===== src/rtl/uart_rx_pkg.sv =====
package uart_rx_pkg;

    localparam int OSR    = 16;
    localparam int DATA_W = 8;
    localparam int CNT_W  = $clog2(OSR);
    localparam int BIT_W  = $clog2(DATA_W);

    typedef enum logic [2:0] {
        RX_IDLE,
        RX_START,
        RX_DATA,
        RX_PAR,
        RX_STOP
    } rx_state_e;

    localparam logic [1:0] PM_NONE = 2'b00;
    localparam logic [1:0] PM_ZERO = 2'b01;
    localparam logic [1:0] PM_ODD  = 2'b10;
    localparam logic [1:0] PM_EVEN = 2'b11;

    typedef struct packed {
        logic [DATA_W-1:0] data;
        logic              perr;
        logic              ferr;
    } rx_frame_t;

endpackage


===== src/rtl/uart_rx_sync.sv =====
module uart_rx_sync #(
    parameter int STAGES = 2
) (
    input  logic clk,
    input  logic rst_n,
    input  logic din,
    output logic dout
);
    logic [STAGES-1:0] sh_d, sh_q;

    generate
        if (STAGES == 1) begin : g_one
            always_comb sh_d = din;
        end else begin : g_many
            always_comb sh_d = {sh_q[STAGES-2:0], din};
        end
    endgenerate

    always_ff @(posedge clk or negedge rst_n) begin
        if (!rst_n) sh_q <= '1;
        else        sh_q <= sh_d;
    end

    assign dout = sh_q[STAGES-1];
endmodule


===== src/rtl/uart_rx_baud.sv =====
module uart_rx_baud #(
    parameter int DIV_W = 12
) (
    input  logic             clk,
    input  logic             rst_n,
    input  logic             run,
    input  logic [DIV_W-1:0] div,
    output logic             tick
);
    logic [DIV_W-1:0] cnt_d, cnt_q;
    logic [DIV_W-1:0] limit;

    always_comb begin
        limit = (div == '0) ? '0 : div - 1'b1;
        tick  = run && (cnt_q >= limit);
        cnt_d = cnt_q;
        if (!run)      cnt_d = '0;
        else if (tick) cnt_d = '0;
        else           cnt_d = cnt_q + 1'b1;
    end

    always_ff @(posedge clk or negedge rst_n) begin
        if (!rst_n) cnt_q <= '0;
        else        cnt_q <= cnt_d;
    end
endmodule


===== src/rtl/uart_rx_frame.sv =====
module uart_rx_frame
    import uart_rx_pkg::*;
(
    input  logic       clk,
    input  logic       rst_n,
    input  logic       run,
    input  logic       tick,
    input  logic       rx,
    input  logic       len8,
    input  logic [1:0] par_mode,
    output logic       frame_end,
    output rx_frame_t  frame
);
    localparam logic [CNT_W-1:0] MID_C  = CNT_W'(OSR / 2 - 1);
    localparam logic [CNT_W-1:0] FULL_C = CNT_W'(OSR - 1);

    typedef struct packed {
        rx_state_e         st;
        logic [CNT_W-1:0]  cnt;
        logic [BIT_W-1:0]  bitn;
        logic [DATA_W-1:0] sh;
        logic              par;
    } fsm_t;

    fsm_t s_d, s_q;
    logic [BIT_W-1:0]  last_bit;
    logic [DATA_W-1:0] dat;
    logic              ones;

    always_comb begin
        last_bit = len8 ? BIT_W'(DATA_W - 1) : BIT_W'(DATA_W - 2);
        dat      = len8 ? s_q.sh : {1'b0, s_q.sh[DATA_W-1:1]};
        ones     = ^dat;

        frame.data = dat;
        frame.ferr = ~rx;
        case (par_mode)
            PM_ODD:  frame.perr = ~(ones ^ s_q.par);
            PM_EVEN: frame.perr = ones ^ s_q.par;
            default: frame.perr = 1'b0;
        endcase

        s_d       = s_q;
        frame_end = 1'b0;
        if (!run) begin
            s_d.st   = RX_IDLE;
            s_d.cnt  = '0;
            s_d.bitn = '0;
        end else if (tick) begin
            case (s_q.st)
                RX_IDLE: begin
                    if (!rx) begin
                        s_d.st  = RX_START;
                        s_d.cnt = '0;
                        s_d.sh  = '0;
                    end
                end
                RX_START: begin
                    if (s_q.cnt == MID_C) begin
                        s_d.cnt  = '0;
                        s_d.bitn = '0;
                        s_d.st   = rx ? RX_IDLE : RX_DATA;
                    end else begin
                        s_d.cnt = s_q.cnt + 1'b1;
                    end
                end
                RX_DATA: begin
                    if (s_q.cnt == FULL_C) begin
                        s_d.cnt = '0;
                        s_d.sh  = {rx, s_q.sh[DATA_W-1:1]};
                        if (s_q.bitn == last_bit)
                            s_d.st = (par_mode == PM_NONE) ? RX_STOP : RX_PAR;
                        else
                            s_d.bitn = s_q.bitn + 1'b1;
                    end else begin
                        s_d.cnt = s_q.cnt + 1'b1;
                    end
                end
                RX_PAR: begin
                    if (s_q.cnt == FULL_C) begin
                        s_d.cnt = '0;
                        s_d.par = rx;
                        s_d.st  = RX_STOP;
                    end else begin
                        s_d.cnt = s_q.cnt + 1'b1;
                    end
                end
                RX_STOP: begin
                    if (s_q.cnt == FULL_C) begin
                        s_d.cnt   = '0;
                        s_d.st    = RX_IDLE;
                        frame_end = 1'b1;
                    end else begin
                        s_d.cnt = s_q.cnt + 1'b1;
                    end
                end
                default: s_d.st = RX_IDLE;
            endcase
        end
    end

    always_ff @(posedge clk or negedge rst_n) begin
        if (!rst_n) begin
            s_q.st   <= RX_IDLE;
            s_q.cnt  <= '0;
            s_q.bitn <= '0;
            s_q.sh   <= '0;
            s_q.par  <= 1'b0;
        end else begin
            s_q <= s_d;
        end
    end
endmodule


===== src/rtl/uart_rx_status.sv =====
module uart_rx_status
    import uart_rx_pkg::*;
(
    input  logic              clk,
    input  logic              rst_n,
    input  logic              clr,
    input  logic              frame_end,
    input  rx_frame_t         frame,
    input  logic              rd_buf,
    input  logic              rd_stat,
    output logic [DATA_W-1:0] rx_data,
    output logic [7:0]        stat,
    output logic              rx_done
);
    typedef struct packed {
        logic [DATA_W-1:0] hold;
        logic              full;
        logic              pe;
        logic              fe;
        logic              ove;
        logic              done;
    } st_t;

    st_t r_d, r_q;
    logic lost;

    always_comb begin
        r_d      = r_q;
        r_d.done = frame_end;
        lost     = r_q.full && !rd_buf;

        if (clr || rd_stat) begin
            r_d.pe  = 1'b0;
            r_d.fe  = 1'b0;
            r_d.ove = 1'b0;
        end

        if (frame_end) begin
            r_d.pe  = r_d.pe | frame.perr;
            r_d.fe  = r_d.fe | frame.ferr;
            r_d.ove = r_d.ove | lost;
            if (!lost) begin
                r_d.hold = frame.data;
                r_d.full = 1'b1;
            end
        end else if (rd_buf) begin
            r_d.full = 1'b0;
        end
    end

    always_ff @(posedge clk or negedge rst_n) begin
        if (!rst_n) r_q <= '0;
        else        r_q <= r_d;
    end

    assign rx_data = r_q.hold;
    assign stat    = {5'b0, r_q.pe, r_q.fe, r_q.ove};
    assign rx_done = r_q.done;
endmodule


===== src/rtl/uart_rx_stat.sv =====
module uart_rx_stat
    import uart_rx_pkg::*;
#(
    parameter int DIV_W       = 12,
    parameter int SYNC_STAGES = 2
) (
    input  logic             clk,
    input  logic             rst_n,
    input  logic             rxd,
    input  logic             pwr_en,
    input  logic             rx_en,
    input  logic [1:0]       par_mode,
    input  logic             len8,
    input  logic [DIV_W-1:0] div,
    input  logic             rd_buf,
    input  logic             rd_stat,
    output logic [7:0]       rx_data,
    output logic [7:0]       stat,
    output logic             rx_done
);
    logic      rx_s;
    logic      run;
    logic      clr;
    logic      tick;
    logic      frame_end;
    rx_frame_t frame;

    assign run = pwr_en && rx_en;
    assign clr = !pwr_en && !rx_en;

    uart_rx_sync #(.STAGES(SYNC_STAGES)) u_sync (
        .clk(clk), .rst_n(rst_n), .din(rxd), .dout(rx_s)
    );

    uart_rx_baud #(.DIV_W(DIV_W)) u_baud (
        .clk(clk), .rst_n(rst_n), .run(run), .div(div), .tick(tick)
    );

    uart_rx_frame u_frame (
        .clk(clk), .rst_n(rst_n), .run(run), .tick(tick), .rx(rx_s),
        .len8(len8), .par_mode(par_mode),
        .frame_end(frame_end), .frame(frame)
    );

    uart_rx_status u_status (
        .clk(clk), .rst_n(rst_n), .clr(clr),
        .frame_end(frame_end), .frame(frame),
        .rd_buf(rd_buf), .rd_stat(rd_stat),
        .rx_data(rx_data), .stat(stat), .rx_done(rx_done)
    );
endmodule


===== config.mk =====
export PLATFORM = sky130hd
export DESIGN_NAME = uart_rx_stat
export DESIGN_NICKNAME = d
export VERILOG_FILES = /design/src/rtl/uart_rx_pkg.sv /design/src/rtl/uart_rx_sync.sv /design/src/rtl/uart_rx_baud.sv /design/src/rtl/uart_rx_frame.sv /design/src/rtl/uart_rx_status.sv /design/src/rtl/uart_rx_stat.sv
export SDC_FILE = /design/constraint.sdc
export NUM_CORES = 1
export LEC_CHECK = 0
export CELL_PAD_IN_SITES_DETAIL_PLACEMENT = 0
export CELL_PAD_IN_SITES_GLOBAL_PLACEMENT = 1
export CORE_MARGIN = 1.5
export CORE_UTILIZATION = 35
export CTS_CLUSTER_DIAMETER = 50
export DETAILED_ROUTE_END_ITERATION = 6
export PLACE_DENSITY = 0.67
export SYNTH_ARGS = -nofsm -noshare
export SYNTH_HDL_FRONTEND = slang
export SYNTH_SLANG_ARGS = --single-unit
export TNS_END_PERCENT = 1

===== constraint.sdc =====
create_clock -name clk -period 7.6 [get_ports clk]
set_clock_uncertainty 0.15 [all_clocks]
set_input_delay 0.76 -clock clk [delete_from_list [all_inputs] [get_ports clk]]
set_output_delay 0.76 -clock clk [all_outputs]
set_load 0.02 [all_outputs]

# After elaboration in Yosys (flattened, before gate mapping)
# Cells that the tools add are included.
# W data, S select, Z words.
[word_totals]
register_bits = 46
latch_bits = 0
mem_bits_rw = 0
mem_bits_ro = 0
input_bits = 22
out_inout_bits = 17
n_memories = 0
[classes]
n_addsub = 4
mul = 0
div = 0
order_cmp = 1
eq_ne = 22
shifts = 0
mux = 37
bitwise = 7
n_reduce_logical = 22
[ops]
columns = ["cell", "count"]
rows = [
  ["$mux W12", 3],
  ["$mux W3", 10],
  ["$mux W19", 1],
  ["$mux W8", 2],
  ["$pmux W8 S2", 1],
  ["$ne A3 B2 Y1 const B", 5],
  ["$pmux W3 S5", 1],
  ["$add A12 B1 Y12 const B", 1],
  ["$ge A12 B12 Y1", 1],
  ["$logic_not A12 Y1", 1],
  ["$pmux W4 S3", 1],
  ["$sub A12 B1 Y12 const B", 1],
  ["$mux W11", 1],
  ["$mux W1", 10],
  ["$mux W10", 1],
  ["$reduce_and A5 Y1", 2],
  ["$mux W4", 2],
  ["$reduce_xor A8 Y1", 1],
  ["$mux W7", 1],
  ["$reduce_and A7 Y1", 1],
  ["$eq A3 B2 Y1 const B", 2],
  ["$ne A2 B2 Y1 const B", 3],
  ["$ne A3 B3 Y1 const B", 2],
  ["$pmux W3 S2", 1],
  ["26 further kinds", 38],
]

# Depth between registers and ports, before layout
# Gate-level depths: netlist of the first run.
[logic_depth]
word_depth = 8
ltp_mapped = 14

# Hierarchy
# From an unflattened synthesis of the first run, not the netlist that was laid out.
[unflattened]
cells_unflattened = 339
hier_area_um2 = 3166.8
[modules_own_cells]
columns = ["module", "n_inst", "cells_per_inst", "area_per_inst_um2", "seq_area_each_um2"]
rows = [
  ["uart_rx_frame", 1, 145, 1296.2, 475.5],
  ["uart_rx_baud", 1, 143, 1203.7, 300.3],
  ["uart_rx_status", 1, 47, 604.3, 325.3],
  ["uart_rx_sync", 1, 2, 52.6, 52.6],
  ["uart_rx_stat", 1, 2, 10.0, 0.0],
]

# Worst setup path before layout of the first run
# No wires, ideal clock.
[synth_path]
kind = "input-to-reg"
from = "input port div[4]"
to = "register u_frame.s_q[1] (netlist name)"
t_arrival_ns = 3.771
required_ns = 7.325
setup_slack_ns = 3.554
cell_stages = 12
n_path_buf = 1
path_cell_list = "or4_1 > nor4_2 > nand3_1 > nand2_1 > ha_1 > o21a_1 > o211ai_1 > o21ai_1 > a41oi_2 > or4_4 > buf_6 > mux2_4"
[synth_via]
elab_chain_len = 5
[synth_lines]
columns = ["element", "line", "rtl"]
rows = [
  ["start: declaration", "uart_rx_stat.sv:14", "input logic [DIV_W-1:0] div,"],
  ["$sub A12 B1 Y12 / $logic_not A12 Y1 (equally long branches)", "uart_rx_baud.sv:14", "limit = (div == '0) ? '0 : div - 1'b1;"],
  ["$mux W12 (*)", "uart_rx_baud.sv:14", ""],
  ["$ge A12 B12 Y1 (*)", "uart_rx_baud.sv:15", "tick = run && (cnt_q >= limit);"],
  ["$logic_and A1 B1 Y1 (*)", "uart_rx_baud.sv:15", ""],
  ["$reduce_and A5 Y1 (no line) (*)", "n/a", ""],
  ["end: declaration", "uart_rx_frame.sv:25", "fsm_t s_d, s_q;"],
]
# Mark *: on every way between the ends. The rest lies on a longest branch, timed or not.
# A chain may end at the register's enable or synchronous reset.

# Worst setup path in the final report of the first run
[layout_path]
from = "input port div[4]"
to = "register u_frame.s_q[8] (netlist name)"
# Same word-level chain as after synthesis.

==> results of run 1 <==
cells in the mapped netlist (9+ instances only):
cell type	instances
sky130_fd_sc_hd__nor2_1	30
sky130_fd_sc_hd__nand2_1	32
sky130_fd_sc_hd__mux2_2	14
sky130_fd_sc_hd__clkbuf_1	10
sky130_fd_sc_hd__xor2_1	13
sky130_fd_sc_hd__ha_1	17
sky130_fd_sc_hd__buf_4	16
sky130_fd_sc_hd__inv_1	14
sky130_fd_sc_hd__nand3_1	12
sky130_fd_sc_hd__xnor2_1	16
sky130_fd_sc_hd__o21ai_0	9
sky130_fd_sc_hd__mux2i_1	9
sky130_fd_sc_hd__dfrtp_1	44
sky130_fd_sc_hd__a21oi_1	12
cell type report:
type | count | area, um^2
inverters | 14 | 52.6
multi-input cells | 242 | 1680
flip-flops and latches | 46 | 1150
clock buffers | 6 | 72.6
fillers | 823 | 4850
repair buffers | 33 | 325
clock inverters | 2 | 37.5
well taps | 105 | 131
power groups by stage:
stage / sequential [mW] / combinational (mW) / clock, mW
after floorplan: 0.254 / 0.0296 / 0
after global placement: 0.255 / 0.0522 / 0
after detailed placement: 0.255 / 0.0522 / 0
after CTS: 0.250 / 0.0525 / 0.189
after global routing: 0.251 / 0.0585 / 0.199
final: 0.250 / 0.0512 / 0.184
worst max-delay path: stages:
cell                              delay, ps
sky130_fd_sc_hd__clkdlybuf4s50_1        450
sky130_fd_sc_hd__or4_1                  620
sky130_fd_sc_hd__nor4_2                 340
sky130_fd_sc_hd__nand3_1                330
sky130_fd_sc_hd__nand2b_1               170
sky130_fd_sc_hd__ha_1                   230
sky130_fd_sc_hd__a2111oi_0              380
sky130_fd_sc_hd__o21ai_1                170
sky130_fd_sc_hd__a41oi_2                720
sky130_fd_sc_hd__or4_4                  360
sky130_fd_sc_hd__mux2_4                 310
logic make-up after synthesis:
| family | count (synthesis) | synth area share, % |
|---|---|---|
| DFF | 46 | 37.9 |
| other | 1 | 0.123 |
| AOI/OAI and AO/OA | 48 | 10.8 |
| buffers and inverters | 42 | 7.45 |
| muxes | 25 | 9.13 |
| xor gates and xnor gates | 29 | 8.35 |
| and+or+nand+nor | 118 | 19.2 |
| adders and majority gates | 17 | 6.99 |
flip-flops by register name, summed over array words and instances, names as in the netlist:
signal            count
u_sync.sh_q           2
u_baud.cnt_q         12
u_frame.s_q          19
u_status.r_q          1
u_status.stat         3
u_status.rx_data      8
u_status.rx_done      1
worst min-delay path by stage:
stage / to / depth (start not counted) / start / slack [ps]
final: u_sync.sh_q[1]$_DFF_PN1_ / 0 / u_sync.sh_q[0]$_DFF_PN1_ / 210
after global placement: u_sync.sh_q[1]$_DFF_PN1_ / 0 / u_sync.sh_q[0]$_DFF_PN1_ / 200
after CTS: u_sync.sh_q[1]$_DFF_PN1_ / 0 / u_sync.sh_q[0]$_DFF_PN1_ / 210
after detailed placement: u_sync.sh_q[1]$_DFF_PN1_ / 0 / u_sync.sh_q[0]$_DFF_PN1_ / 200
after floorplan: u_sync.sh_q[1]$_DFF_PN1_ / 0 / u_sync.sh_q[0]$_DFF_PN1_ / 200
after global routing: u_sync.sh_q[1]$_DFF_PN1_ / 0 / u_sync.sh_q[0]$_DFF_PN1_ / 210
stage by stage:
stage               utilization (%)  std cells
detailed placement             40.2        440
global route                   41.6        448
CTS                            41.6        448
finish                         41.6        448
floorplan                         -        330
global placement               40.2        440
routing by layer:
layer  wire length, um  share of wire (%)  vias up
met4                62                1.0        0
met2              2860                 46       37
met3               258                4.2        5
li1                  -                  -     1147
met5                 0                  0        -
met1              2980                 48     1058
==> results.txt, run 1 <==
The flow ran to the end, and the final reports show no timing, DRC or antenna violations. The later pin in the worst-skew pair is clocked with a latency of 300 ps. In the global route stage, met2 resource usage came out at 24.7%. Setup violations remaining at the end of the flow were counted as 0. In this run, post-CTS repair resized a total of 0 instances. The tools report the routed wire length as 6170 um. The number of cells on the worst reg-to-reg path was 8; the worst hold slack after final layout was 211 ps. The first routing iteration left 54 violations. The detailed-route wire length per cell was 13.8 um; the post-detailed-placement half-perimeter wirelength was 4520 um.

For met1 alone, demand over resource in global routing was 20.0%. The floorplan has 33 rows. For the net switching component of the power, the log shows 0.116 mW. Using the TritonRoute via totals, the vias-per-cell ratio works out to 5.02. The worst register-to-register path begins at u_baud.cnt_q[0]$_DFF_PN0_.

The number of post-CTS setup repair buffers came out at 0. After synthesis, the cell types taking the most area are sky130_fd_sc_hd__dfrtp_1 (36%), sky130_fd_sc_hd__ha_1 (7.0%), sky130_fd_sc_hd__mux2_2 (5.2%), sky130_fd_sc_hd__xnor2_1 (4.6%), sky130_fd_sc_hd__buf_4 (3.9%). STA puts the critical path data arrival time at 4840 ps. At the end of the flow, the number of nets in the layout was 381. The tools report the launch point of the worst path as div[4].

After detailed placement, the total cell area comes to 3340 um^2. For the pin with the worst max-slew slack, the measured transition is 1010 ps. CTS placed an instance of sky130_fd_sc_hd__clkbuf_8 at the clock tree root. The most frequently used flop master after synthesis was sky130_fd_sc_hd__dfrtp_1.

During synthesis, Yosys emitted a total of 0 warnings. The share of the synthesized area in the top cell type works out to 36.2%. The top cell types in the final layout, fill and taps aside, are sky130_fd_sc_hd__dfrtp_1 (44), sky130_fd_sc_hd__nand2_1 (32), sky130_fd_sc_hd__clkdlybuf4s50_1 (32). The count of nets left with antenna violations once routing finished came out at 0.

Entering global routing, the biggest net connects 47 pins. The number of hold-slack violations in the final timing report was 0. The synthesized design contains 46 register bits. Summing over every cut layer, the via total after detailed routing is 2247. In the global route stage, met3 resource usage came out at 2.21%. The setup slack of the most critical reg-to-reg path was 4460 ps; the post-layout minimum cycle time was 4800 ps. The overall power came out at 0.485 mW.

The die span in x was 96.2 um. The total area inside the core boundary comes to 8300 um^2. Synthesis handed over a netlist of 326 instances.

STA classifies the critical path endpoint as a register. The tools report the endpoint of the worst register-to-register path as u_frame.s_q[8]$_DFFE_PN0P_. The max-capacitance violation count came out at 0. Dividing the final minimum period by the clock period gives 63.2%. Library cell occupying the most area in the post-synthesis netlist: sky130_fd_sc_hd__dfrtp_1.

The clock slew at the register clock pins of the worst setup and hold paths is 90 ps, and the final total negative setup slack is 0 ps. STA classifies the critical path startpoint as an input pin. The post-synthesis instance area is 3040 um^2. In the post-route analysis, the smallest setup slack over all paths is 2800 ps. The most frequent standard cell in the layout excluding fill and tap cells is sky130_fd_sc_hd__dfrtp_1. The tree built by TritonCTS fans out to 46 sinks. The clock tree synthesis step divided the H-tree into 2 levels. For the global placement routability congestion, the log shows 0.768. The post-synthesis sequential area ratio was 37.9%; the clock tree buffer depth was 2.

Of the total power, the share spent switching nets is 24.0%. Number of top-level pins: 39. In this run, the combinational gates consume 10.6% of the power.

The logs give 55 for the count of cell types in the netlist and 14.8% for the global routing usage summed across all routing layers. The via count of the first global-routing pass is 2225. The global-route wire length before repair came out at 10600 um.

VDD sags by at most 0.0794 mV. The worst pin sits at a relative slew slack of 32.6%. The register share of total power was 51.6%; the total congestion overflow after global routing was 0.

The busiest layer in global routing is met2. Measured along the y axis, the die boundary spans 96.2 um. The first TritonRoute pass finished after 4 iterations. The internal power of the cells totals 0.368 mW. For the initial antenna violation count, the log shows 0. In the routed design, unresolved DRC markers number 0. For this run, asynchronously set or reset flops after synthesis account for 100%.

The tools report the hold buffer count at cts as 0. Derived from the worst setup path, the maximum achievable clock frequency is 0.208 GHz. The TritonCTS buffer count is 5.

The mean area per synthesized cell is 9.33 um^2, and the leakage power of the design is 1.57 nW. Share of total power in the clock network: 37.9%. Setup repair after global routing left no endpoint under its margin.

The design area was 3450 um^2. In this run, synthesis inferred 0 flip-flops with an integrated enable. Buffers placed on the I/O ports in this run total 33.

The category of the most critical setup path is in2reg. TritonCTS built the clock tree. Along the worst path, the maximum fanout reaches 18. At the placement stage, the worst setup path has a slack of 2470 ps. The critical path data required time was 7640 ps; the total die area was 9260 um^2. The critical path ends at u_frame.s_q[8]$_DFFE_PN0P_.

The max-slew violation count came out at 0. 0 antenna diodes ended up in the layout. The effective utilization at floorplan is 36.7%, and the fraction of layout cells with a size suffix above 1 is 9.04%.

Power density relative to cell area: 141 nW/um^2. The area growth from synthesis to layout is 13.4%. The min-delay analysis places its worst path in the category reg2reg.
No activity file was read; power rests on OpenSTA's default activity.
==> inputs of run 2 (changes only) <==
- clock period: 7.6 -> 4.5 ns (I/O delays scaled with it)
==> results.txt, run 2 (synthesis results as in run 1) <==
The flow ran to the end, and the final reports show no timing, DRC or antenna violations. The clock period could shrink to 4170 ps. The tools report the max-slew violation count as 0. The critical register-to-register path startpoint is u_baud.cnt_q[0]$_DFF_PN0_.

The critical path ends at u_status.rx_data[0]$_DFFE_PN0P_. The worst pin sits at a relative slew slack of 30.4%. The initial antenna violation count came out at 0.

In this run the worst setup path begins at div[4]. The arrival time at the worst endpoint is 4210 ps. The cell count after placement was 443. The worst min-delay path class was in2async.

The number of hold buffers added after CTS was 0. The total congestion overflow after global routing was 0. Counting cells, the worst reg-to-reg path comes to 9. The worst ir drop on vdd was 0.118 mV. The logs give 4540 ps for the critical path data required time and 0.770 for the global placement routability congestion. The part of the total power dissipated in combinational logic was 11.5%; the power density relative to cell area was 221 nW/um^2.

The endpoint of the worst register-to-register path was u_baud.cnt_q[3]$_DFF_PN0_. In the final routed layout, each cell accounts on average for 14.2 um. The tools report the internal power consumption as 0.566 mW. The total number of H-tree levels came out at 2. The switching power as a share of total power came out at 25.8%. In the layout the commonest cells are sky130_fd_sc_hd__dfrtp_1 (44), sky130_fd_sc_hd__nand2_1 (32), sky130_fd_sc_hd__clkdlybuf4s50_1 (32). Global-route wire length before repair: 10800 um. In this run, flip-flops and latches consume 55.3% of the power.

Along the worst path, the maximum fanout reaches 8. The category of the most critical setup path is in2reg. The routed wire length came out at 6410 um. Based on the critical path, the design can be clocked at up to 0.240 GHz. Summed over all nets, the half-perimeter wirelength after detailed placement is 4800 um. The die covers 9260 um^2.

The final critical path takes up 92.7% of the cycle. The tools report the pin count of the biggest net entering global routing as 47. TritonCTS built the clock tree. Traced cell by cell, the critical path runs through clkdlybuf4s50_1 > or4_1 > nor4_2 > nand3_1 > nor3_1 > a21oi_1 > ha_1 > and4_1 > a221o_1 > a41oi_2 > nor3_2 > mux2_2. Buffers inserted during clock tree synthesis total 5. The tools report the row count as 33. Setup slack on the worst reg-to-reg path comes out at 1750 ps. The run gives 0 as the final antenna-violating net count. The logs give 300 ps for the latest clock arrival within the worst-skew pair and 451 for the number of cells in the finished layout apart from fillers. The routed layout has 2316 vias.

The type of element capturing the critical path was a register. Summing all multi-input logic gate instances after layout gives 1680 um^2. The maximum cell stage delay along the critical path is 620 ps. For the final-stage net count, the log shows 384. Measured along the y axis, the die boundary spans 96.2 um. The most frequent standard cell in the layout excluding fill and tap cells was sky130_fd_sc_hd__dfrtp_1. For this design the total switching power over the nets is 0.197 mW. The fraction of layout cells with a size suffix above 1 was 10.1%; the worst hold slack after final layout was 179 ps. Setup violations remaining at the end of the flow were counted as 0. The register with the most flip-flops in the layout has 19 of them. The logs give 15.1% for the global routing usage summed across all routing layers and 2210 for the via count of the first global-routing pass. The run gives 39 as the number of top-level pins.

The clock slew at the register clock pins of the worst setup and hold paths is 90 ps. The clock passes through at most 2 buffers. In the routed design, unresolved DRC markers number 0. Cell at the root of the clock tree: sky130_fd_sc_hd__clkbuf_8. The layout has 814 filler cells. The die is 96.2 um wide. The initial utilization of the core area, before any placement, comes to 36.7%. More flip-flops sit in one register than any other, and that register is u_frame.s_q. The number of hold-slack violations in the final timing report was 0; the number of DRC markers after the initial detailed-route iteration was 90. In this run the tool buffered the top-level ports with 33 buffer cells. The clock network burns 33.2% of the power. The core region area is 8300 um^2, and the clock net sink count is 46. Setup repair after global routing could not meet its margin everywhere. The number of search-and-repair iterations in the first detailed-routing pass was 4.

The run gives 1.58 nW as the leakage power of the design. The number of diodes was 0; the max-capacitance violation count was 0. The growth of design area from synthesis to finish is 13.5%, and the actual slew at the worst max-slew pin is 1040 ps. The worst setup path is launched from an input pin. Using the TritonRoute via totals, the vias-per-cell ratio works out to 5.14. Standard cell with the maximum stage delay on the critical path: sky130_fd_sc_hd__or4_1. Registers take 1150 um^2.
==> run 2: cell count changes in the layout (fill, tap and decap cells not counted), sizes merged <==
| cell | before | now |
|---|---|---|
| clkinvlp | 1 | 0 |
| clkinv | 0 | 2 |
| bufinv | 1 | 0 |
| buf | 1 | 4 |
==> run 2: worst max-delay path: cells and delay by family <==
family                   cells  cell delay (ps)
buffers and inverters        1              460
adder cells (fa/ha/maj)      1              290
multiplexers                 1              410
AND/OR/NAND/NOR              6             2220
AO/OA/AOI/OAI                3              380
==> run 2: worst min-delay path by stage <==
stage | from | endpoint | slack [ps] | cells after the start
2_1_floorplan | rst_n | u_baud.cnt_q[0]$_DFF_PN0_ | 4 | 0
3_3_place_gp | u_sync.sh_q[0]$_DFF_PN1_ | u_sync.sh_q[1]$_DFF_PN1_ | 200 | 0
3_5_place_dp | u_sync.sh_q[0]$_DFF_PN1_ | u_sync.sh_q[1]$_DFF_PN1_ | 200 | 0
4_1_cts | u_sync.sh_q[0]$_DFF_PN1_ | u_sync.sh_q[1]$_DFF_PN1_ | 210 | 0
5_1_grt | u_sync.sh_q[0]$_DFF_PN1_ | u_sync.sh_q[1]$_DFF_PN1_ | 210 | 0
6_report | rst_n | u_status.rx_data[4]$_DFFE_PN0P_ | 180 | 1
==> run 2: power by group through the flow <==
stage               combinational (mW)  sequential [mW]  clock, mW
floorplan                       0.0501            0.429          0
finish                          0.0876            0.422      0.254
CTS                             0.0896            0.422      0.262
global route                    0.0997            0.423      0.274
global placement                0.0882            0.430          0
detailed placement              0.0888            0.430          0
==> run 2: layout make-up <==
type | instances | area share (%)
repair buffers | 36 | 10.1
inverters | 14 | 1.52
multi-input cells | 242 | 48.7
flip-flops and latches | 46 | 33.4
clock inverters | 2 | 0.399
well taps | 105 | 3.80
clock buffers | 6 | 2.10
==> run 2: stage by stage <==
stage | setup slack, ps | total power [mW] | setup TNS, ps | instance area, um^2 | utilization [%]
after floorplan | 764 | 0.479 | 0 | 3060 | -
after global placement | 39.5 | 0.519 | 0 | 3360 | 40.5
after detailed placement | -86.6 | 0.519 | -574 | 3360 | 40.5
after CTS | 252 | 0.773 | 0 | 3450 | 41.5
after global routing | -72.9 | 0.797 | -475 | 3450 | 41.6
final | 330 | 0.763 | 0 | 3450 | 41.6
==> run 2: layer usage <==
layer  part of all wire, %  up-vias  GRT usage [%]
met5                     0        -              0
met4                   1.1        0           4.04
met3                   3.9        7           2.05
met2                    47       44           25.0
met1                    48     1104           20.6
li1                      -     1161              -
==> run 2: what timing repair did <==
item                                    CTS  global route
endpoints found under the setup margin    0            18
setup buffers                             0             0
gates resized for setup                   0             1
